==> src/rtl/lldma_pkg.sv <==
package lldma_pkg;

  localparam int CTL_W = 32;

  // control word bit positions
  localparam int CTL_CB   = 0;
  localparam int CTL_LINK = 1;
  localparam int CTL_LIE  = 3;
  localparam int CTL_RIE  = 4;
  localparam logic [CTL_W-1:0] CTL_USED =
      (CTL_W'(1) << CTL_CB) | (CTL_W'(1) << CTL_LINK) |
      (CTL_W'(1) << CTL_LIE) | (CTL_W'(1) << CTL_RIE);

  // register offsets
  localparam logic [2:0] RG_BASE_LO = 3'd0;
  localparam logic [2:0] RG_BASE_HI = 3'd1;
  localparam logic [2:0] RG_BELL    = 3'd2;
  localparam logic [2:0] RG_IRQ     = 3'd3;
  localparam logic [2:0] RG_STAT    = 3'd4;

  localparam int IRQ_DONE  = 0;
  localparam int IRQ_ABORT = 1;

  typedef enum logic [1:0] {
    ST_IDLE,
    ST_RD,
    ST_WAIT,
    ST_COPY
  } walk_state_t;

endpackage

==> src/rtl/lldma_elem_decode.sv <==
module lldma_elem_decode
  import lldma_pkg::*;
#(
  parameter int ADDR_W = 64,
  parameter int LEN_W  = 32,
  localparam int DESC_W = CTL_W + LEN_W + 2 * ADDR_W
) (
  input  logic [DESC_W-1:0] desc,
  input  logic              exp_cb,
  output logic              cb_ok,
  output logic              is_link,
  output logic              irq_req,
  output logic              len_zero,
  output logic [ADDR_W-1:0] src,
  output logic [ADDR_W-1:0] dst,
  output logic [LEN_W-1:0]  len
);

  logic [CTL_W-1:0] ctrl;
  logic             ctl_unused;

  assign ctrl     = desc[CTL_W-1:0];
  assign len      = desc[CTL_W +: LEN_W];
  assign src      = desc[CTL_W + LEN_W +: ADDR_W];
  assign dst      = desc[CTL_W + LEN_W + ADDR_W +: ADDR_W];

  assign cb_ok    = (ctrl[CTL_CB] == exp_cb);
  assign is_link  = ctrl[CTL_LINK];
  assign irq_req  = ctrl[CTL_LIE] | ctrl[CTL_RIE];
  assign len_zero = (len == '0);

  // reserved control bits carry no meaning
  assign ctl_unused = ^(ctrl & ~CTL_USED);

endmodule

==> src/rtl/lldma_walk_fsm.sv <==
module lldma_walk_fsm
  import lldma_pkg::*;
#(
  parameter int ADDR_W     = 64,
  parameter int LEN_W      = 32,
  parameter int ELEM_BYTES = 32
) (
  input  logic              clk,
  input  logic              rst,
  input  logic              start,
  input  logic [ADDR_W-1:0] base_addr,
  // decoded element
  input  logic              cb_ok,
  input  logic              is_link,
  input  logic              irq_req,
  input  logic              len_zero,
  input  logic [ADDR_W-1:0] el_src,
  input  logic [ADDR_W-1:0] el_dst,
  input  logic [LEN_W-1:0]  el_len,
  // descriptor read
  output logic              rd_en,
  output logic [ADDR_W-1:0] rd_addr,
  // copy port
  output logic              cp_req,
  output logic [ADDR_W-1:0] cp_src,
  output logic [ADDR_W-1:0] cp_dst,
  output logic [LEN_W-1:0]  cp_len,
  input  logic              cp_done,
  // status
  output logic              exp_cb,
  output logic              busy,
  output logic              done_pulse,
  output logic              abort_pulse,
  output logic              link_pulse,
  output logic [ADDR_W-1:0] link_ptr
);

  localparam logic [ADDR_W-1:0] STEP = ADDR_W'(ELEM_BYTES);

  walk_state_t state;
  logic        irq_pend;

  assign busy = (state != ST_IDLE);

  always_ff @(posedge clk) begin
    if (rst) begin
      state       <= ST_IDLE;
      rd_en       <= 1'b0;
      rd_addr     <= '0;
      cp_req      <= 1'b0;
      cp_src      <= '0;
      cp_dst      <= '0;
      cp_len      <= '0;
      exp_cb      <= 1'b1;
      irq_pend    <= 1'b0;
      done_pulse  <= 1'b0;
      abort_pulse <= 1'b0;
      link_pulse  <= 1'b0;
      link_ptr    <= '0;
    end else begin
      rd_en       <= 1'b0;
      done_pulse  <= 1'b0;
      abort_pulse <= 1'b0;
      link_pulse  <= 1'b0;
      case (state)
        ST_IDLE: begin
          if (start) begin
            rd_addr <= base_addr;
            rd_en   <= 1'b1;
            state   <= ST_RD;
          end
        end
        ST_RD: begin
          state <= ST_WAIT;
        end
        ST_WAIT: begin
          if (!cb_ok) begin
            state <= ST_IDLE;
          end else if (is_link) begin
            exp_cb     <= ~exp_cb;
            link_ptr   <= el_src;
            link_pulse <= 1'b1;
            state      <= ST_IDLE;
          end else if (len_zero) begin
            abort_pulse <= 1'b1;
            state       <= ST_IDLE;
          end else begin
            cp_req   <= 1'b1;
            cp_src   <= el_src;
            cp_dst   <= el_dst;
            cp_len   <= el_len;
            irq_pend <= irq_req;
            state    <= ST_COPY;
          end
        end
        ST_COPY: begin
          if (cp_done) begin
            cp_req     <= 1'b0;
            done_pulse <= irq_pend;
            rd_addr    <= rd_addr + STEP;
            rd_en      <= 1'b1;
            state      <= ST_RD;
          end
        end
        default: state <= ST_IDLE;
      endcase
    end
  end

endmodule

==> src/rtl/lldma_regs.sv <==
module lldma_regs
  import lldma_pkg::*;
#(
  parameter int REG_W = 32,
  localparam int ADDR_W = 2 * REG_W
) (
  input  logic              clk,
  input  logic              rst,
  input  logic              wr_en,
  input  logic [2:0]        addr,
  input  logic [REG_W-1:0]  wdata,
  output logic [REG_W-1:0]  rdata,
  input  logic              busy,
  input  logic              exp_cb,
  input  logic              done_pulse,
  input  logic              abort_pulse,
  input  logic              link_pulse,
  input  logic [ADDR_W-1:0] link_ptr,
  output logic [ADDR_W-1:0] base_addr,
  output logic              start,
  output logic              irq_done,
  output logic              irq_abort
);

  logic wr_base_lo, wr_base_hi, wr_bell, wr_irq;

  assign wr_base_lo = wr_en && (addr == RG_BASE_LO);
  assign wr_base_hi = wr_en && (addr == RG_BASE_HI);
  assign wr_bell    = wr_en && (addr == RG_BELL);
  assign wr_irq     = wr_en && (addr == RG_IRQ);

  always_ff @(posedge clk) begin
    if (rst) begin
      base_addr <= '0;
      start     <= 1'b0;
      irq_done  <= 1'b0;
      irq_abort <= 1'b0;
      rdata     <= '0;
    end else begin
      if (link_pulse) begin
        base_addr <= link_ptr;
      end else begin
        if (wr_base_lo) base_addr[REG_W-1:0]      <= wdata;
        if (wr_base_hi) base_addr[ADDR_W-1:REG_W] <= wdata;
      end

      // abort status doubles as the channel error flag
      start <= wr_bell && !busy && !irq_abort;

      if (done_pulse)
        irq_done <= 1'b1;
      else if (wr_irq && wdata[IRQ_DONE])
        irq_done <= 1'b0;

      if (abort_pulse)
        irq_abort <= 1'b1;
      else if (wr_irq && wdata[IRQ_ABORT])
        irq_abort <= 1'b0;

      case (addr)
        RG_BASE_LO: rdata <= base_addr[REG_W-1:0];
        RG_BASE_HI: rdata <= base_addr[ADDR_W-1:REG_W];
        RG_IRQ:     rdata <= REG_W'({irq_abort, irq_done});
        RG_STAT:    rdata <= REG_W'({exp_cb, irq_abort, busy});
        default:    rdata <= '0;
      endcase
    end
  end

endmodule

==> src/rtl/lldma_walker.sv <==
module lldma_walker
  import lldma_pkg::*;
#(
  parameter int   REG_W      = 32,
  parameter int   LEN_W      = 32,
  parameter int   ELEM_BYTES = 32,
  parameter logic CH_WRITE   = 1'b1,
  localparam int  ADDR_W     = 2 * REG_W,
  localparam int  DESC_W     = CTL_W + LEN_W + 2 * ADDR_W
) (
  input  logic              clk,
  input  logic              rst,
  input  logic              reg_wr,
  input  logic [2:0]        reg_addr,
  input  logic [REG_W-1:0]  reg_wdata,
  output logic [REG_W-1:0]  reg_rdata,
  output logic              desc_rd_en,
  output logic [ADDR_W-1:0] desc_rd_addr,
  input  logic [DESC_W-1:0] desc_rd_data,
  output logic              cp_req,
  output logic              cp_write,
  output logic [ADDR_W-1:0] cp_src,
  output logic [ADDR_W-1:0] cp_dst,
  output logic [LEN_W-1:0]  cp_len,
  input  logic              cp_done,
  output logic              irq_done,
  output logic              irq_abort
);

  logic              cb_ok, is_link, irq_req, len_zero;
  logic [ADDR_W-1:0] el_src, el_dst, base_addr, link_ptr;
  logic [LEN_W-1:0]  el_len;
  logic              exp_cb, busy, start;
  logic              done_pulse, abort_pulse, link_pulse;

  assign cp_write = CH_WRITE;

  lldma_elem_decode #(
    .ADDR_W(ADDR_W),
    .LEN_W (LEN_W)
  ) u_decode (
    .desc    (desc_rd_data),
    .exp_cb  (exp_cb),
    .cb_ok   (cb_ok),
    .is_link (is_link),
    .irq_req (irq_req),
    .len_zero(len_zero),
    .src     (el_src),
    .dst     (el_dst),
    .len     (el_len)
  );

  lldma_walk_fsm #(
    .ADDR_W    (ADDR_W),
    .LEN_W     (LEN_W),
    .ELEM_BYTES(ELEM_BYTES)
  ) u_fsm (
    .clk        (clk),
    .rst        (rst),
    .start      (start),
    .base_addr  (base_addr),
    .cb_ok      (cb_ok),
    .is_link    (is_link),
    .irq_req    (irq_req),
    .len_zero   (len_zero),
    .el_src     (el_src),
    .el_dst     (el_dst),
    .el_len     (el_len),
    .rd_en      (desc_rd_en),
    .rd_addr    (desc_rd_addr),
    .cp_req     (cp_req),
    .cp_src     (cp_src),
    .cp_dst     (cp_dst),
    .cp_len     (cp_len),
    .cp_done    (cp_done),
    .exp_cb     (exp_cb),
    .busy       (busy),
    .done_pulse (done_pulse),
    .abort_pulse(abort_pulse),
    .link_pulse (link_pulse),
    .link_ptr   (link_ptr)
  );

  lldma_regs #(
    .REG_W(REG_W)
  ) u_regs (
    .clk        (clk),
    .rst        (rst),
    .wr_en      (reg_wr),
    .addr       (reg_addr),
    .wdata      (reg_wdata),
    .rdata      (reg_rdata),
    .busy       (busy),
    .exp_cb     (exp_cb),
    .done_pulse (done_pulse),
    .abort_pulse(abort_pulse),
    .link_pulse (link_pulse),
    .link_ptr   (link_ptr),
    .base_addr  (base_addr),
    .start      (start),
    .irq_done   (irq_done),
    .irq_abort  (irq_abort)
  );

endmodule

==> config.mk <==
export PLATFORM = sky130hd
export DESIGN_NAME = lldma_walker
export DESIGN_NICKNAME = d
export VERILOG_FILES = /design/src/rtl/lldma_pkg.sv /design/src/rtl/lldma_elem_decode.sv /design/src/rtl/lldma_walk_fsm.sv /design/src/rtl/lldma_regs.sv /design/src/rtl/lldma_walker.sv
export SDC_FILE = /design/constraint.sdc
export NUM_CORES = 1
export LEC_CHECK = 0
export ABC_CLOCK_PERIOD_IN_PS = 4800
export BUFFER_PORTS_ARGS = -buffer_cell sky130_fd_sc_hd__buf_2
export CAP_MARGIN = 0
export CORE_MARGIN = 2
export CORE_UTILIZATION = 50
export CTS_CLUSTER_SIZE = 40
export DETAILED_ROUTE_END_ITERATION = 10
export HOLD_SLACK_MARGIN = 0.05
export PLACE_DENSITY = 0.86
export SYNTH_ARGS = -nofsm -noshare
export SYNTH_HDL_FRONTEND = slang
export SYNTH_SLANG_ARGS = --single-unit
==> constraint.sdc <==
create_clock -name clk -period 4.8 [get_ports clk]
set_input_delay 0.48 -clock clk [delete_from_list [all_inputs] [get_ports clk]]
set_output_delay 0.48 -clock clk [all_outputs]
set_load 0.02 [all_outputs]
==> flow_summary.ini <==
[pwr]
clockPowerShare = 0.466
seq_power_share = 0.471
irDropWorstVdd_uv = 250
switching_share = 0.244
comb_power_share = 0.063
leakagePower_nw = 8.02
p_int_mw = 5.39
power_per_cell_area_mw_per_mm2 = 338
p_sw_mw = 1.74

[routing]
drt-wirelength-per-cell_um = 21.6
vias = 18325
drtAntennaViolNets = 0
drt_iter0_drc = 2118
avgViaCountPerCell = 6.17
drtPass1Iterations = 8
wl_mm = 64.1
route.detailed.drc = 0

[critical_path]
critPathTopFamily = simple AND/OR/NAND/NOR gates
cp-start-kind = flop
cpMaxStageDelayCell = nor4_1
crit_chain = ha_1 -> and4_1 -> nand4_1 -> nor4_1 -> a31oi_1 -> o221ai_1
path_buf_inv = 0
slowest_delay_ns = 1.11
worst-endpoint-required_ns = 5.27
worstSetupPathType = flop to flop
reg2reg_setup_slack_ns = 1.53
cp.depth = 6
arrival_ns = 3.73
endpoint_kind = flop
cp_max_fo = 11
worstRegToRegCells = 6

[cells_and_area]
area_growth_pct = 22.3
fin_cells = 2970
drive_above_1_share = 0.245
nets = 2697

[global_route]
grt_overflow = 0
grt_max_degree = 173
grt_pass1_wl_mm = 95.5
grt_usage = 0.336
grt_pass1_vias = 16659
antenna_found_initial = 20

[die]
row_count = 68
die_x_um = 190
boundaryPins = 492
core_area_sq_mm = 0.0343
die-height_um = 190
start_util = 0.504
die-area_sq_mm = 0.0361

[sta]
setup_tns_ns = 0
hold_violations = 0
fin_skew_ns = 0.0207
worst_pin_slew_ns = 1.11
period_needed_ns = 3.27
finalCritPeriodShare = 0.680
hold_ws_ns = 0.165
max_freq_mhz = 306
rsz0062_at_grt = false
maxSlewViolCount = 0
setup_slack_ns = 1.53
slew_headroom = 0.258
setup_violations = 0

[synth]
synth_most_common_cell = dfxtp_1
synthTopCellsByArea = dfxtp_1 (46%), a21oi_1 (8.2%), o21ai_0 (6.4%)
avgSynthCellArea_sq_um = 8.10
synth_ff_type = dfxtp_1
netlist_area_sq_mm = 0.0173
async_reset_ff_frac = 0
yosys_warnings = 0
synthCells = 2133
synth_top_area_share = 0.459
yosysSeqAreaShare = 0.459
synth_area_leader_cell = dfxtp_1
synth.distinct_cells = 66
syn-num-nets = 2369
synth_seq_cells = 396
synth_edf_count = 0
yosys-top-cells-count = dfxtp_1 (396), a21oi_1 (284), nand2_1 (231)

[placed_design]
port_buffers = 462
gp_congestion = 0.942
placed_cells = 2872
hpwl_mm = 44.5
dp_slack_ns = 1.60

[clocking]
cts_max_level = 2
clk_latency_ns = 0.56
cts_root_buf = clkbuf_16
clkTransAtPathRegs_ns = 0.06
cts_buffers = 42
post_cts_resize_count = 0
postCtsHoldBufs = 0
post_cts_buffers = 0
clock_sinks = 396
cts_buffer_depth = 3
cts_tree = yes

[status]
status = finished clean

[worst_hold_path]
hold_depth = 3
min_path_type = input pin to flop

[run]
cap_viol_max_count = 0
[worst register-to-register path: stages (launching register included)]
cell      delay, ns
dfxtp_1        0.44
ha_1           0.26
and4_1         0.39
nand4_1        0.58
nor4_1         1.11
a31oi_1        0.18
o221ai_1       0.22
[final timing paths]
check,startpoint,end
setup reg to reg,u_fsm.rd_addr[6],u_fsm.rd_addr[37]
setup / recovery,u_fsm.rd_addr[6],u_fsm.rd_addr[37]
hold reg to reg,u_fsm.done_pulse,u_regs.irq_done
hold / removal,desc_rd_data[135],u_fsm.cp_dst[7]
[state kept, by name, indices dropped and copies added, names as in the netlist]
register           flops
u_fsm.state            2
u_regs.irq_done        1
u_fsm.done_pulse       1
u_regs.start           1
u_fsm.rd_en            1
u_fsm.link_ptr        64
u_fsm.cp_len          32
u_fsm.link_pulse       1
u_fsm.abort_pulse      1
u_fsm.irq_pend         1
u_fsm.cp_dst          64
u_fsm.rd_addr         64
u_fsm.cp_req           1
u_fsm.exp_cb           1
u_regs.base_addr      64
u_fsm.cp_src          64
u_regs.irq_abort       1
u_regs.rdata          32
[layout make-up]
cell class / instances / area [sq um]
fill: 2933 / 13200
multi-input combinational: 1522 / 8590
sequential: 396 / 7930
timing repair buffer: 482 / 2510
clock buffer: 57 / 1190
tap: 455 / 569
clock inverter: 20 / 225
inverter: 17 / 63.8
antenna: 21 / 52.6
[cell usage in the layout (no fill, tap or decap), types with 34 or more instances in the layout]
cell type / count
buf_2: 461
clkbuf_16: 43
o21ai_0: 221
nor2b_1: 50
a22oi_1: 36
mux2i_1: 75
a21oi_1: 284
nor3_1: 34
dfxtp_1: 395
mux2_2: 34
nand3_1: 194
nand2_1: 230
nor2_1: 107
[per-stage QoR]
step	power [mW]	utilization	instance area, sq um
floorplan	3.65	-	17300
global placement	3.86	0.574	19700
detailed placement	3.87	0.574	19700
CTS	7.14	0.615	21100
global route	7.31	0.616	21100
finish	7.14	0.616	21100
[routing by layer]
layer  global-route usage  wire [um]
met2                0.511      29100
met4                0.177       3090
met1                0.446      24700
met3               0.0743       7160
met5                    0          0
[kinds of logic (layout without fill, tap and decap cells)]
logic type | after synthesis | after routing | synth area share
other | 1 | 22 | 0.000217
muxes | 109 | 109 | 0.0656
AOI/OAI and AO/OA | 642 | 642 | 0.208
xor gates and xnor gates | 1 | 1 | 0.000507
adders and majority gates | 5 | 5 | 0.00362
DFF | 396 | 396 | 0.459
buffers and inverters | 215 | 576 | 0.0473
and+or+nand+nor | 764 | 764 | 0.216
[power by group through the flow]
stage          clock (mW)  sequential [mW]  combinational, mW
6_report             3.32             3.36              0.453
5_1_grt              3.47             3.36              0.484
3_5_place_dp            0             3.43              0.439
2_1_floorplan           0             3.43              0.224
4_1_cts              3.34             3.36              0.442
3_3_place_gp            0             3.43              0.430
Power figures use the tool's default switching activity.
